$ cat config.mk
export PLATFORM = sky130hd
export DESIGN_NAME = ptc_alloc_top
export DESIGN_NICKNAME = d
export VERILOG_FILES = /design/src/rtl/ptc_alloc_pkg.sv /design/src/rtl/ptc_alloc_ctrl.sv /design/src/rtl/ptc_alloc_datapath.sv /design/src/rtl/ptc_alloc_top.sv
export SDC_FILE = /design/constraint.sdc
export NUM_CORES = 1
export LEC_CHECK = 0
export BUFFER_PORTS_ARGS = -buffer_cell sky130_fd_sc_hd__buf_2
export CAP_MARGIN = 0
export CORE_AREA = 2 2 132 134
export DETAILED_ROUTE_END_ITERATION = 6
export DIE_AREA = 0 0 134 136
export MAX_ROUTING_LAYER = met4
export SYNTH_ARGS = -nofsm -noshare
export SYNTH_HDL_FRONTEND = slang
export SYNTH_SLANG_ARGS = --single-unit
$ cat constraint.sdc
create_clock -name vclk -period 3.4
set_clock_uncertainty 0.1 [all_clocks]
set_input_delay 0.68 -clock vclk [all_inputs]
set_output_delay 0.68 -clock vclk [all_outputs]
set_load 0.02 [all_outputs]
$ cat src/rtl/ptc_alloc_pkg.sv
package ptc_alloc_pkg;
  localparam int NUM_SLICES        = 16;
  localparam int TERMS_PER_CLUSTER = 5;
  localparam int CANDIDATES        = 4;
  localparam int BORROW_BELOW      = 1;
  localparam int CHAIN_STRIDE      = 4;
  localparam int TERM_BITS         = NUM_SLICES * TERMS_PER_CLUSTER;
  localparam int PICK_BITS         = NUM_SLICES * CANDIDATES;

  // positions of control roles inside a cluster
  localparam int ROLE_CLK    = 1;
  localparam int ROLE_INITCE = 2;
  localparam int ROLE_INIT   = 3;
  localparam int ROLE_OE     = 4;

  typedef logic [NUM_SLICES-1:0] sliceVec_t;

  // strobes from the control decoder to the datapath
  typedef struct packed {
    sliceVec_t [NUM_SLICES-1:0] grant;   // grant[slice][cluster]
    sliceVec_t                  wideOn;  // chain input accepted
    logic                       conflict;
  } allocCtl_t;
endpackage

$ cat src/rtl/ptc_alloc_ctrl.sv
module ptc_alloc_ctrl
  import ptc_alloc_pkg::*;
(
  input  logic [PICK_BITS-1:0] clusterPick,
  input  sliceVec_t            wideEnable,
  output allocCtl_t            ctlBus
);
  always_comb begin
    ctlBus = '0;
    for (int c = 0; c < NUM_SLICES; c++) begin
      logic seen;
      seen = 1'b0;
      // lowest-numbered candidate slice first
      for (int j = 0; j < CANDIDATES; j++) begin
        int s;
        int k;
        s = c + BORROW_BELOW - (CANDIDATES - 1) + j;
        k = c - s + BORROW_BELOW;
        if (s >= 0 && s < NUM_SLICES) begin
          if (clusterPick[s*CANDIDATES + k]) begin
            if (seen) ctlBus.conflict = 1'b1;
            else      ctlBus.grant[s][c] = 1'b1;
            seen = 1'b1;
          end
        end
      end
    end
    for (int s = 0; s < NUM_SLICES; s++) begin
      ctlBus.wideOn[s] = wideEnable[s] && (s >= CHAIN_STRIDE);
    end
  end
endmodule

$ cat src/rtl/ptc_alloc_datapath.sv
module ptc_alloc_datapath
  import ptc_alloc_pkg::*;
(
  input  logic [TERM_BITS-1:0] termIn,
  input  logic [TERM_BITS-1:0] termLogic,
  input  sliceVec_t [NUM_SLICES-1:0] grant,
  input  sliceVec_t            wideOn,
  output sliceVec_t            fastSum,
  output sliceVec_t            allocSum,
  output sliceVec_t            ctlClk,
  output sliceVec_t            ctlInitCe,
  output sliceVec_t            ctlInit,
  output sliceVec_t            ctlOe
);
  localparam logic [TERMS_PER_CLUSTER-1:0] ALWAYS_LOGIC = TERMS_PER_CLUSTER'(1);

  for (genvar c = 0; c < NUM_SLICES; c++) begin : g_cluster
    logic [TERMS_PER_CLUSTER-1:0] terms;
    logic [TERMS_PER_CLUSTER-1:0] steer;
    logic [TERMS_PER_CLUSTER-1:0] logicTerms;
    logic [TERMS_PER_CLUSTER-1:0] ctrlTerms;
    assign terms      = termIn[c*TERMS_PER_CLUSTER +: TERMS_PER_CLUSTER];
    assign steer      = termLogic[c*TERMS_PER_CLUSTER +: TERMS_PER_CLUSTER] | ALWAYS_LOGIC;
    assign logicTerms = terms & steer;
    assign ctrlTerms  = terms & ~steer;
    assign fastSum[c]   = |logicTerms;
    assign ctlClk[c]    = ctrlTerms[ROLE_CLK];
    assign ctlInitCe[c] = ctrlTerms[ROLE_INITCE];
    assign ctlInit[c]   = ctrlTerms[ROLE_INIT];
    assign ctlOe[c]     = ctrlTerms[ROLE_OE];
  end

  // chain resolved in ascending slice order inside one process
  always_comb begin
    sliceVec_t sums;
    sums = '0;
    for (int m = 0; m < NUM_SLICES; m++) begin
      logic chainIn;
      chainIn = 1'b0;
      if (m >= CHAIN_STRIDE) chainIn = sums[m - CHAIN_STRIDE];
      sums[m] = (|(grant[m] & fastSum)) | (wideOn[m] & chainIn);
    end
    allocSum = sums;
  end
endmodule

$ cat src/rtl/ptc_alloc_top.sv
module ptc_alloc_top
  import ptc_alloc_pkg::*;
(
  input  logic [TERM_BITS-1:0]  termIn,
  input  logic [TERM_BITS-1:0]  termLogic,
  input  logic [PICK_BITS-1:0]  clusterPick,
  input  logic [NUM_SLICES-1:0] wideEnable,
  output logic [NUM_SLICES-1:0] fastSum,
  output logic [NUM_SLICES-1:0] allocSum,
  output logic [NUM_SLICES-1:0] ctlClk,
  output logic [NUM_SLICES-1:0] ctlInitCe,
  output logic [NUM_SLICES-1:0] ctlInit,
  output logic [NUM_SLICES-1:0] ctlOe,
  output logic                  cfgError
);
  allocCtl_t ctlBus;

  ptc_alloc_ctrl ctrl_i (
    .clusterPick (clusterPick),
    .wideEnable  (wideEnable),
    .ctlBus      (ctlBus)
  );

  ptc_alloc_datapath dp_i (
    .termIn    (termIn),
    .termLogic (termLogic),
    .grant     (ctlBus.grant),
    .wideOn    (ctlBus.wideOn),
    .fastSum   (fastSum),
    .allocSum  (allocSum),
    .ctlClk    (ctlClk),
    .ctlInitCe (ctlInitCe),
    .ctlInit   (ctlInit),
    .ctlOe     (ctlOe)
  );

  assign cfgError = ctlBus.conflict;
endmodule

==> flow_metrics.py, run 1 <==
metrics = {
    "setup_path": {
        "max_stage_delay_ns": 0.32,
        "path_common_cell": "buf_6",
        "cp_data_arrival_time_ns": 2.73,
        "cp_cell_sequence": "buf_6 > a222oi_1 > buf_4 > buf_6 > a21oi_2 > o41ai_2 > buf_4 > nand4_1 > a21o_1 > a21o_1 > buf_6",
        "worstPathMaxFanout": 2,
        "crit_start": "termIn[16]",
        "cp-start-kind": "input port",
        "end_kind": "output port",
        "worstSetupPathType": "input port to output port",
        "worst-endpoint-required_ns": 2.62,
        "critPathSlowestCell": "a222oi_1",
    },
    "global_route": {
        "grt_max_degree": 8,
        "antenna_found_initial": 4,
        "gr-total-overflow": 0,
        "grt_usage_pct": 14.3,
        "grt_pass1_wl_mm": 19.1,
        "grt_pass1_vias": 3479,
    },
    "sta": {
        "setup_viol": 6,
        "fin_setup_tns_ns": -0.539,
        "hold_violations": 0,
        "maxSlewHeadroom_pct": 55.2,
        "min_period_ns": 3.51,
        "finalCritPeriodShare_pct": 103,
        "tightest_slew_ns": 0.655,
        "max_freq_mhz": 285,
        "hold_ws_ns": 1.51,
        "rsz0062_at_grt": "yes",
        "maxSlewViolCount": 0,
        "fin_ws_ns": -0.109,
    },
    "placed_design": {
        "pre_cts_ws_ns": -0.335,
        "place.gp.congestion": 0.837,
        "hpwl_mm": 12.8,
        "numPortBuffers": 313,
    },
    "hold_path": {
        "min-delay-start": "termLogic[11]",
        "min_path_cells": 3,
        "hold_path.class": "input port to output port",
        "min_to": "ctlClk[2]",
    },
    "die": {
        "io_pins": 337,
        "die_h_um": 136,
        "core-area_um2": 16900,
        "initial_core_util_pct": 9.90,
        "dieArea_um2": 18200,
        "num_rows": 48,
        "die_w_um": 134,
    },
    "yosys": {
        "synth_top_area_share_pct": 25.5,
        "synth_most_common_cell": "nor2b_1",
        "synth_cell_types": 33,
        "ys_seq_area_share_pct": 0,
        "ys_warn_count": 0,
        "synth_area_um2": 1670,
        "netlist_top_cells_count": "68 x nor2b_1, 21 x a21oi_1, 17 x a222oi_1, 16 x o21ai_0",
        "yosys.area.top_type": "nor2b_1",
        "syn_area_per_cell_um2": 6.35,
        "ys_top_cells_by_area": "nor2b_1 25%, a222oi_1 10%, a21oi_1 6.3%",
        "synth_nets": 503,
        "synthCells": 263,
    },
    "cells_and_area": {
        "utilization_pct": 23.4,
        "syn_to_final_growth_pct": 136,
        "clockBufferCount": 0,
        "drive_gt1_share_pct": 58.7,
        "num-nets-final": 852,
        "n_sequential_cell": 0,
        "register_area_um2": 0,
        "fillers": 1919,
    },
    "power": {
        "ir_worst_vdd_v": 0.0000787,
        "pwr-share-comb_pct": 100.0,
        "power.density_nw_per_um2": 152,
        "switching_power_uw": 326,
        "swShare_pct": 54.5,
        "seqPwrFrac_pct": 0,
        "cellInternalPower_uw": 272,
        "leakagePower_nw": 2.01,
        "pwr-share-clk_pct": 0,
    },
    "outcome": {
        "outcome": "finished, violations left",
        "violations": "negative setup slack",
    },
    "clocking": {
        "postCtsHoldBufs": 0,
    },
    "job": {
        "maxCapViolations": 0,
    },
    "detailed_routing": {
        "routed_wl_mm": 14.0,
        "vias": 3641,
        "remaining_drc_errors": 0,
        "dr.first_iter.drc_count": 196,
        "routedWlPerCell_um": 16.7,
        "drtAntennaViolNets": 0,
        "drt_pass1_iterations": 5,
        "via_per_inst": 4.34,
    },
}
==> metal layers <==
layer / vias up / track usage (%) / wire, um / part of all wire (%)
met4: 0 / 2.42 / 250 / 1.8
li1: 1768 / - / - / -
met5: - / - / 0 / 0
met2: 215 / 27.6 / 7160 / 51
met3: 10 / 2.09 / 1040 / 7.4
met1: 1648 / 15.7 / 5570 / 40
==> worst max-delay path by stage <==
stage                              end  slack, ns  depth (start not counted)
after floorplan           allocSum[13]      -0.08                          6
after global placement    allocSum[15]      -0.31                          9
after detailed placement  allocSum[15]      -0.33                          9
after CTS                 allocSum[15]      -0.20                          9
after global routing      allocSum[15]      -0.28                          9
final                     allocSum[14]      -0.11                         11
==> logic make-up (layout without fill, tap and decap cells) <==
logic type / after synthesis / count (layout) / synth area share (%)
other: 0 / 4 / 0
AND/OR/NAND/NOR: 149 / 149 / 51.8
AO/OA/AOI/OAI: 103 / 103 / 45.8
buffers and inverters: 11 / 358 / 2.47
==> power groups by stage <==
stage          registers (mW)  clock network, mW  logic (mW)
2_1_floorplan               0                  0       0.235
3_3_place_gp                0                  0       0.566
3_5_place_dp                0                  0       0.570
4_1_cts                     0                  0       0.595
5_1_grt                     0        0.000000158       0.649
6_report                    0        0.000000158       0.597
==> critical path: cells and delay by family <==
family                 cells  cell delay (ns)
buffers and inverters      5             0.67
AND/OR/NAND/NOR            1             0.21
AO/OA/AOI/OAI              5             1.16
==> layout make-up <==
cell class	count	area [um^2]	share of cell area, %
timing repair buffer	347	1890	47.9
multi-input combinational	252	1720	43.6
tap	225	282	7.14
inverter	11	41.3	1.05
antenna	4	10.0	0.254
==> layout by cell type, fill, tap and decap left out, types with 2 or more instances in the layout <==
master / count
nand2_1: 14
nand2b_1: 7
diode_2: 4
a32o_1: 2
a21oi_1: 19
o31ai_1: 7
a22oi_1: 8
a222oi_1: 17
nor2_1: 12
nand4b_1: 5
a2111oi_4: 2
nand4_1: 6
buf_4: 31
nand3_1: 14
nor3_1: 8
buf_6: 12
o2111ai_1: 2
nor2b_1: 68
nand3b_1: 7
a32oi_1: 10
nand2_4: 2
buf_2: 304
o211ai_1: 2
a21o_1: 6
inv_1: 11
o21ai_0: 16
==> through the flow <==
| stage | std cells | power [mW] | cell area (um^2) |
|---|---|---|---|
| floorplan | 263 | 0.235 | 1690 |
| global placement | 832 | 0.566 | 3770 |
| detailed placement | 832 | 0.570 | 3770 |
| CTS | 832 | 0.595 | 3890 |
| global route | 839 | 0.649 | 3940 |
| finish | 839 | 0.597 | 3940 |
==> timing repair <==
action,CTS,global route
pin swaps,14,2
endpoints found under the setup margin,9,9
buffers inserted,2,3
cloned,0,0
gates resized for setup,26,5
Note: power is estimated with default switching activity, not from simulation.
==> run 2: changes to the inputs <==
TNS_END_PERCENT = 20   (was unset)
==> run 2 against run 1 <==
The run still ends with negative setup slack left. Clock-buffer cell count unchanged. Maximum frequency about the same. Wire length down 4.4%. Largest cell class unchanged. Sequential cell count unchanged. Largest power group unchanged.
==> flow_metrics.py, run 2 (synthesis gave the netlist of run 1 again) <==
metrics = {
    "die": {
        "core-area_um2": 16900,
        "die_w_um": 134,
        "dieArea_um2": 18200,
        "initial_core_util_pct": 9.90,
        "num_rows": 48,
        "die_h_um": 136,
        "io_pins": 337,
    },
    "global_route": {
        "antenna_found_initial": 2,
        "grt_max_degree": 8,
        "gr-total-overflow": 0,
        "grt_pass1_wl_mm": 18.7,
        "grt_usage_pct": 13.8,
        "grt_pass1_vias": 3408,
    },
    "detailed_routing": {
        "drt_pass1_iterations": 4,
        "via_per_inst": 4.28,
        "remaining_drc_errors": 0,
        "vias": 3576,
        "dr.first_iter.drc_count": 171,
        "routed_wl_mm": 13.4,
        "routedWlPerCell_um": 16.0,
        "drtAntennaViolNets": 0,
    },
    "cells_and_area": {
        "final_common_cell": "buf_2",
        "layout_common_cells": "306 x buf_2, 68 x nor2b_1, 31 x buf_4",
        "register_area_um2": 0,
        "drive_gt1_share_pct": 58.8,
        "syn_to_final_growth_pct": 133,
        "num-nets-final": 851,
        "utilization_pct": 23.1,
        "fillers": 1943,
        "clockBufferCount": 0,
        "n_sequential_cell": 0,
    },
    "sta": {
        "rsz0062_at_grt": "yes",
        "setup_viol": 6,
        "min_period_ns": 3.51,
        "maxSlewViolCount": 0,
        "hold_ws_ns": 1.51,
        "max_freq_mhz": 285,
        "tightest_slew_ns": 0.672,
        "finalCritPeriodShare_pct": 103,
        "hold_violations": 0,
        "fin_ws_ns": -0.108,
        "maxSlewHeadroom_pct": 55.1,
    },
    "placed_design": {
        "place.gp.congestion": 0.827,
        "hpwl_mm": 12.4,
        "numPortBuffers": 313,
    },
    "power": {
        "power.density_nw_per_um2": 150,
        "p_total_uw": 584,
        "switching_power_uw": 318,
        "ir_worst_vdd_v": 0.0000649,
        "cellInternalPower_uw": 265,
        "seqPwrFrac_pct": 0,
        "leakagePower_nw": 1.99,
        "swShare_pct": 54.5,
        "pwr-share-comb_pct": 100.0,
        "pwr-share-clk_pct": 0,
    },
    "setup_path": {
        "cp_cell_sequence": "buf_6 > a222oi_1 > buf_4 > buf_6 > nand2_1 > a222oi_1 > buf_4 > o211ai_1 > a21o_1 > a21o_1 > buf_2",
        "worstPathMaxFanout": 3,
        "worstSetupPathType": "input port to output port",
        "worst-endpoint-required_ns": 2.62,
        "cp_data_arrival_time_ns": 2.73,
        "critPathSlowestCell": "a222oi_1",
        "end_kind": "output port",
        "cp-start-kind": "input port",
        "max_stage_delay_ns": 0.35,
    },
    "hold_path": {
        "hold_path.class": "input port to output port",
    },
    "outcome": {
        "outcome": "finished, violations left",
        "violations": "negative setup slack",
    },
    "job": {
        "maxCapViolations": 0,
    },
}
## run 2: cell count changes in the layout (fill, tap and decap cells not counted), moves of 2 or more
cell       change
a2111oi_2      +2
a21oi_2        +2
diode_2        -2
a21oi_1        -2
buf_2          +2
buf_6          -3
## run 2: final cells by class
type               count  area (um^2)  share of cell area [%]
multi-input cells    252         1700                    43.7
inverters             11         41.3                    1.06
repair buffers       346         1870                    47.9
well taps            225          282                    7.23
diodes                 2         5.00                   0.128
## run 2: worst paths after layout
check,start,to,cells past startpoint
worst max-delay path,termLogic[11],allocSum[12],11
worst min-delay path,termLogic[11],ctlClk[2],3
## run 2: metrics by stage
stage / setup slack [ns] / std cells / TNS [ns] / area (um^2)
2_1_floorplan: -0.0831 / 263 / -0.131 / 1670
3_3_place_gp: -0.386 / 828 / -1.18 / 3720
3_5_place_dp: -0.426 / 828 / -1.48 / 3720
4_1_cts: -0.164 / 833 / -0.708 / 3850
5_1_grt: -0.278 / 836 / -1.56 / 3890
6_report: -0.108 / 836 / -0.443 / 3890
## run 2: critical path: cells and delay by family
| family | cells | cell delay (ns) |
|---|---|---|
| buffers and inverters | 5 | 0.75 |
| AND/OR/NAND/NOR | 1 | 0.06 |
| AO/OA/AOI/OAI | 5 | 1.26 |
## run 2: metal layers
metal / part of all wire (%) / routed length, um / global-route usage, % / up-vias
met5: 0 / 0 / - / -
met4: 0 / 0 / 0.355 / 0
met3: 7.7 / 1030 / 1.75 / 0
met2: 52 / 7010 / 27.0 / 184
met1: 40 / 5360 / 15.8 / 1628
li1: - / - / - / 1764
## run 2: timing repair
| item | CTS | global route |
|---|---|---|
| setup buffers | 5 | 1 |
| pin swaps | 13 | 6 |
| setup endpoints to repair | 7 | 11 |
| gates resized for setup | 21 | 9 |
| hold buffers | 0 | 0 |
| endpoints found under the hold margin | 0 | 0 |
## run 2: power by group through the flow
stage               Sequential (mW)    Clock (mW)  Combinational [mW]
floorplan                         0             0               0.232
global placement                  0             0               0.552
detailed placement                0             0               0.556
CTS                               0             0               0.582
global route                      0  0.0000000787               0.636
finish                            0  0.0000000787               0.584
